**config.mk**
```make
export PLATFORM = sky130hd
export DESIGN_NAME = pwm_out_bank
export DESIGN_NICKNAME = d
export VERILOG_FILES = /design/src/rtl/pwm_bank_pkg.sv /design/src/rtl/pwm_code_map.sv /design/src/rtl/pwm_channel.sv /design/src/rtl/pwm_out_bank.sv
export SDC_FILE = /design/constraint.sdc
export NUM_CORES = 1
export LEC_CHECK = 0
export BUFFER_PORTS_ARGS = -buffer_cell sky130_fd_sc_hd__buf_2
export CAP_MARGIN = 10
export CORE_UTILIZATION = 65
export CTS_CLUSTER_DIAMETER = 40
export DETAILED_ROUTE_END_ITERATION = 6
export PLACE_DENSITY = 0.93
export SYNTH_ARGS = -nofsm -noshare
export SYNTH_HDL_FRONTEND = slang
export SYNTH_SLANG_ARGS = --single-unit
```
**constraint.sdc**
```tcl
create_clock -name clk -period 4.1 [get_ports clk]
set_clock_uncertainty 0.1 [all_clocks]
set_input_delay 0.615 -clock clk [delete_from_list [all_inputs] [get_ports clk]]
set_output_delay 0.615 -clock clk [all_outputs]
set_load 0.01 [all_outputs]
```
**src/rtl/pwm_bank_pkg.sv**
```systemverilog
package pwm_bank_pkg;

    localparam int CODE_W = 16;

    typedef enum logic {
        KIND_BIPOLAR  = 1'b0,
        KIND_UNIPOLAR = 1'b1
    } chan_kind_e;

    typedef struct packed {
        logic              valid;
        logic [CODE_W-1:0] code;
    } chan_wr_t;

    // Converts a signed voltage code to a duty count of `res` bits,
    // rounding to the nearest level and saturating at full scale.
    function automatic logic [16:0] map_code(input logic [CODE_W-1:0] code,
                                             input int res,
                                             input chan_kind_e kind);
        logic [16:0] mag;
        logic [16:0] shifted;
        logic [16:0] trunc;
        logic [16:0] sum;
        logic [16:0] top;
        logic        rnd;
        top = (17'd1 << res) - 17'd1;
        if (kind == KIND_BIPOLAR) begin
            mag     = {1'b0, ~code[15], code[14:0]};
            shifted = mag >> (15 - res);
        end else begin
            mag     = {2'b00, code[14:0]};
            shifted = mag >> (14 - res);
        end
        rnd   = shifted[0];
        trunc = shifted >> 1;
        if (kind == KIND_UNIPOLAR && code[15]) begin
            trunc = '0;
            rnd   = 1'b0;
        end
        sum = trunc + {16'd0, rnd};
        if (sum > top) begin
            sum = top;
        end
        return sum;
    endfunction

endpackage

```
**src/rtl/pwm_code_map.sv**
```systemverilog
module pwm_code_map
    import pwm_bank_pkg::*;
#(
    parameter int         RES  = 8,
    parameter chan_kind_e KIND = KIND_UNIPOLAR
) (
    input  logic [CODE_W-1:0] code_i,
    output logic [RES-1:0]    duty_o
);

    always_comb begin
        duty_o = RES'(map_code(code_i, RES, KIND));
    end

    // a negative code can never raise a unipolar output
    always_comb begin
        if (KIND == KIND_UNIPOLAR && code_i[15]) begin
            p_neg_clamp_r5: assert (duty_o == '0)
                else $error("negative code mapped to nonzero duty");
        end
    end

    // the most negative code is the bipolar floor
    always_comb begin
        if (KIND == KIND_BIPOLAR && code_i == 16'h8000) begin
            p_bip_floor_r4: assert (duty_o == '0)
                else $error("bipolar floor code mapped to nonzero duty");
        end
    end

endmodule

```
**src/rtl/pwm_channel.sv**
```systemverilog
module pwm_channel
    import pwm_bank_pkg::*;
#(
    parameter int         RES  = 8,
    parameter chan_kind_e KIND = KIND_UNIPOLAR
) (
    input  logic     clk,
    input  logic     rst,
    input  chan_wr_t wr_i,
    output logic     pwm_o
);

    localparam logic [RES-1:0] CNT_LAST  = '1;
    localparam logic [RES-1:0] IDLE_DUTY = RES'(map_code('0, RES, KIND));

    logic [RES-1:0] cnt;
    logic [RES-1:0] hold;
    logic [RES-1:0] active;
    logic [RES-1:0] new_duty;

    pwm_code_map #(
        .RES  (RES),
        .KIND (KIND)
    ) u_map (
        .code_i (wr_i.code),
        .duty_o (new_duty)
    );

    always_ff @(posedge clk) begin
        if (rst) begin
            cnt    <= '0;
            hold   <= IDLE_DUTY;
            active <= IDLE_DUTY;
        end else begin
            cnt <= cnt + RES'(1);
            if (wr_i.valid) begin
                hold <= new_duty;
            end
            if (cnt == CNT_LAST) begin
                active <= wr_i.valid ? new_duty : hold;
            end
        end
    end

    assign pwm_o = (cnt < active);

    // the counter wraps to zero after its last count
    p_wrap_r2: assert property (@(posedge clk) disable iff (rst)
        cnt == CNT_LAST |=> cnt == '0);

    // the active duty never moves inside a period
    p_hold_mid_r7: assert property (@(posedge clk) disable iff (rst)
        cnt != '0 |-> active == $past(active));

    // a write on the wrap edge goes straight to the active duty
    p_bypass_r8: assert property (@(posedge clk) disable iff (rst)
        (cnt == CNT_LAST && wr_i.valid) |=> active == $past(new_duty));

    // the last count of a period is always low
    p_last_low_r3: assert property (@(posedge clk) disable iff (rst)
        cnt == CNT_LAST |-> !pwm_o);

    // zero duty gives a low output
    p_zero_low_r3: assert property (@(posedge clk) disable iff (rst)
        active == '0 |-> !pwm_o);

endmodule

```
**src/rtl/pwm_out_bank.sv**
```systemverilog
module pwm_out_bank
    import pwm_bank_pkg::*;
#(
    parameter int NUM_CH = 4,
    parameter int HI_RES = 12,
    parameter int LO_RES = 8,
    localparam int ADDR_W = $clog2(NUM_CH)
) (
    input  logic              clk,
    input  logic              rst,
    input  logic              wr_en,
    input  logic [ADDR_W-1:0] wr_addr,
    input  logic [CODE_W-1:0] wr_data,
    output logic [NUM_CH-1:0] pwm_o
);

    for (genvar i = 0; i < NUM_CH; i++) begin : g_ch
        chan_wr_t req;
        assign req.valid = wr_en && (wr_addr == ADDR_W'(i));
        assign req.code  = wr_data;

        if (i == 0) begin : g_bipolar
            pwm_channel #(
                .RES  (HI_RES),
                .KIND (KIND_BIPOLAR)
            ) u_chan (
                .clk   (clk),
                .rst   (rst),
                .wr_i  (req),
                .pwm_o (pwm_o[i])
            );
        end else begin : g_unipolar
            pwm_channel #(
                .RES  (LO_RES),
                .KIND (KIND_UNIPOLAR)
            ) u_chan (
                .clk   (clk),
                .rst   (rst),
                .wr_i  (req),
                .pwm_o (pwm_o[i])
            );
        end
    end

endmodule

```
==> flow_metrics.env <==
export IMPL_status="finished, final reports clean"
export IMPL_drv_cap=0
export IMPL_synth_top_family_by_area="simple AND/OR/NAND/NOR gates"
export IMPL_leakage_nw=2.22
export IMPL_synth_main_ff_cell="dfxtp_1"
export IMPL_clockBufferDepth=2
export IMPL_dpl_worst_slack_ps=1170
export IMPL_synth_distinct_cells=63
export IMPL_hold_viol=0
export IMPL_cp_end_kind="output port"
export IMPL_highest_layer="met4"
export IMPL_arrival_ps=1970
export IMPL_route_met2_wl_microns=5670
export IMPL_netlist_instances=629
export IMPL_wl_met1_microns=5220
export IMPL_fp_dieW_microns=93.0
export IMPL_numPortBuffers=21
export IMPL_slowest_delay_ps=350
export IMPL_synth_adder_area_share_pct=9.29
export IMPL_layout_drive_gt1_share_pct=8.85
export IMPL_cts_setup_buffers=0
export IMPL_syn_num_nets=690
export IMPL_cts_root_buffer="clkbuf_8"
export IMPL_slowest_stage="dfxtp_1"
export IMPL_slew_headroom_pct=33.8
export IMPL_path_cells="inv_1 -> ha_1 -> a21o_1 -> a21o_1 -> a221oi_1 -> o21a_1 -> buf_2"
export IMPL_clkLatencyLatePin_ps=370
export IMPL_grt_first_pass_wirelength_microns=20300
export IMPL_clkTransAtPathRegs_ps=110
export IMPL_core_area_sq_um=7890
export IMPL_layout_min_cycle_time_ps=2680
export IMPL_drv_slew=0
export IMPL_final_cell_mix="dfxtp_1, nor2_1, nand2_1"
export IMPL_wirelength_microns=12000
export IMPL_antennaDiodeCount=0
export IMPL_setup_violations=0
export IMPL_cts_sinks=108
export IMPL_worst_slew_pin_slew_ps=981
export IMPL_critPathLaunchType="register"
export IMPL_fill_cells=525
export IMPL_viasPerCell=6.30
export IMPL_globalRouteOverflowTotal=0
export IMPL_gp_congestion=0.993
export IMPL_seq_area_frac_synth_pct=40.1
export IMPL_finalSetupTns_ps=0
export IMPL_seq_power_share_pct=54.1
export IMPL_crit_type="reg -> out"
export IMPL_drtIter0Drc=271
export IMPL_netlist_area_sq_um=5390
export IMPL_critPathBufInv=2
export IMPL_vias=4628
export IMPL_routed_wl_met3_microns=720
export IMPL_htree_levels=3
export IMPL_fp_dieArea_sq_um=8650
export IMPL_firstDrtPassIters=5
export IMPL_p_sw_w=0.000506
export IMPL_cts_buffers=9
export IMPL_synth_mux_area_fraction_pct=1.67
export IMPL_synthSimpleGateAreaFrac_pct=20.4
export IMPL_ys_seq_elements=108
export IMPL_grt_max_degree=91
export IMPL_final_common_cell="dfxtp_1"
export IMPL_drc=0
export IMPL_peakVddDrop_uv=197
export IMPL_rrSetupSlack_ps=2120
export IMPL_ys_async_sr_fraction_pct=0
export IMPL_ios=25
export IMPL_area_growth_pct=5.71
export IMPL_antenna_found_initial=0
export IMPL_fp_dieH_microns=93.0
export IMPL_hold_class="reg -> reg"
export IMPL_avgSynthCellArea_sq_um=8.56
export IMPL_yosys_warnings=0
export IMPL_num_rows=32
export IMPL_power_density_nw_per_um2=354
export IMPL_wl_per_cell_microns=16.3
export IMPL_nNetsFinal=689
export IMPL_antenna_left=0
export IMPL_fmax_ghz=0.373
export IMPL_fin_ws_ps=1420
export IMPL_hpwl_microns=8340
export IMPL_p_sw_share_pct=25.1
export IMPL_cts_tree="yes"
export IMPL_initial_utilization_pct=68.3
export IMPL_period_share_pct=65.4
export IMPL_rsz0062_at_grt="false"
export IMPL_worstPathMaxFanout=2
export IMPL_cts_hold_buf=0
export IMPL_path_common_cell="a21o_1"
export IMPL_synth_edf_count=0
export IMPL_grt_use_total_pct=29.7
export IMPL_worstPathRequired_ps=3380
export IMPL_crit_family="compound AO/OA/AOI/OAI gates"
export IMPL_p_int_w=0.00151
export IMPL_synth_compound_area_share_pct=18.0
export IMPL_p_clk_share_pct=37.4
export IMPL_synth_xor_xnor_area_share_pct=4.55
export IMPL_p_comb_share_pct=8.5
export IMPL_grt_pass1_vias=4445
export IMPL_cts_resized=0
[final timing paths]
| path | from | end | cells past startpoint |
|---|---|---|---|
| setup / recovery | g_ch[0].g_bipolar.u_chan.active[5] | pwm_o[0] | 7 |
| hold / removal | g_ch[1].g_unipolar.u_chan.active[0] | g_ch[1].g_unipolar.u_chan.active[0] | 2 |
| setup reg to reg | g_ch[0].g_bipolar.u_chan.cnt[0] | g_ch[0].g_bipolar.u_chan.active[10] | 6 |
| hold reg to reg | g_ch[1].g_unipolar.u_chan.active[0] | g_ch[1].g_unipolar.u_chan.active[0] | 2 |
[power groups by stage]
stage / logic [W] / registers (W) / clock network, W
floorplan: 0.000127 / 0.00111 / 0
global placement: 0.000158 / 0.00111 / 0
detailed placement: 0.000166 / 0.00111 / 0
CTS: 0.000168 / 0.00109 / 0.000758
global route: 0.000190 / 0.00109 / 0.000800
finish: 0.000172 / 0.00109 / 0.000753
[per-stage QoR]
step / power, W / utilization [%] / cells / instance area, sq um / hold WS [ps]
4_1_cts: 0.00201 / 72.2 / 735 / 5690 / 366
3_5_place_dp: 0.00128 / 69.2 / 719 / 5460 / 347
2_1_floorplan: 0.00123 / - / 629 / 5390 / 321
6_report: 0.00201 / 72.2 / 735 / 5690 / 362
5_1_grt: 0.00208 / 72.2 / 735 / 5690 / 393
3_3_place_gp: 0.00127 / 69.2 / 719 / 5460 / 340
[tightest hold or removal path, cell delays in order, from the launching register on]
cell     delay [ps]
dfxtp_1         320
nand2_1          50
a21oi_1          50
[area by class of cell]
cell class                      count  area [sq um]  area share, %
Tap cell                          102           128           2.24
Inverter                           38           143           2.50
Multi-Input combinational cell    448          2900           51.0
Clock buffer                       10           138           2.42
Sequential cell                   108          2160           38.0
Clock inverter                      6           100           1.76
Timing Repair Buffer               23           120           2.11
[sequential cells by signal, indices dropped and copies added (netlist names)]
register,count
g_ch.g_unipolar.u_chan.active,24
g_ch.g_unipolar.u_chan.hold,24
g_ch.g_bipolar.u_chan.cnt,12
g_ch.g_bipolar.u_chan.hold,12
g_ch.g_unipolar.u_chan.cnt,24
g_ch.g_bipolar.u_chan.active,12
[cells in the mapped netlist, drive strengths merged, types with 4 or more instances]
cell type / n / share of area, %
dfxtp: 108 / 40
nor2: 74 / 5.2
nand2: 45 / 3.1
a21oi: 44 / 4.2
ha: 40 / 9.3
o21ai: 38 / 3.5
inv: 37 / 2.6
nand3: 34 / 3.2
buf: 21 / 2.3
xor2: 21 / 3.4
a21o: 14 / 2.0
clkbuf: 14 / 1.0
nand4: 11 / 1.3
and3: 10 / 1.2
mux2i: 9 / 1.7
a211oi: 8 / 1.4
a31oi: 8 / 0.93
o211ai: 8 / 1.2
nor2b: 7 / 0.81
nor3: 7 / 0.65
or3: 7 / 0.81
xnor2: 7 / 1.1
nand2b: 6 / 0.70
and4: 5 / 0.95
o41ai: 5 / 0.81
o31ai: 4 / 0.56
[kinds of logic (layout without fill, tap and decap cells)]
| group | Yosys count | count (layout) |
|---|---|---|
| multiplexers | 9 | 9 |
| buffers and inverters | 73 | 77 |
| XOR/XNOR | 28 | 28 |
| flip-flops | 108 | 108 |
| adder cells (fa/ha/maj) | 40 | 40 |
| AO/OA/AOI/OAI | 149 | 149 |
| AND/OR/NAND/NOR | 222 | 222 |
[layer usage]
layer / vias up / track usage, %
li1: 2204 / -
met1: 2202 / 37.6
met2: 178 / 48.3
met3: 44 / 6.02
met4: 0 / 14.6
met5: - / 0
No activity file was read; power rests on OpenSTA's default activity.
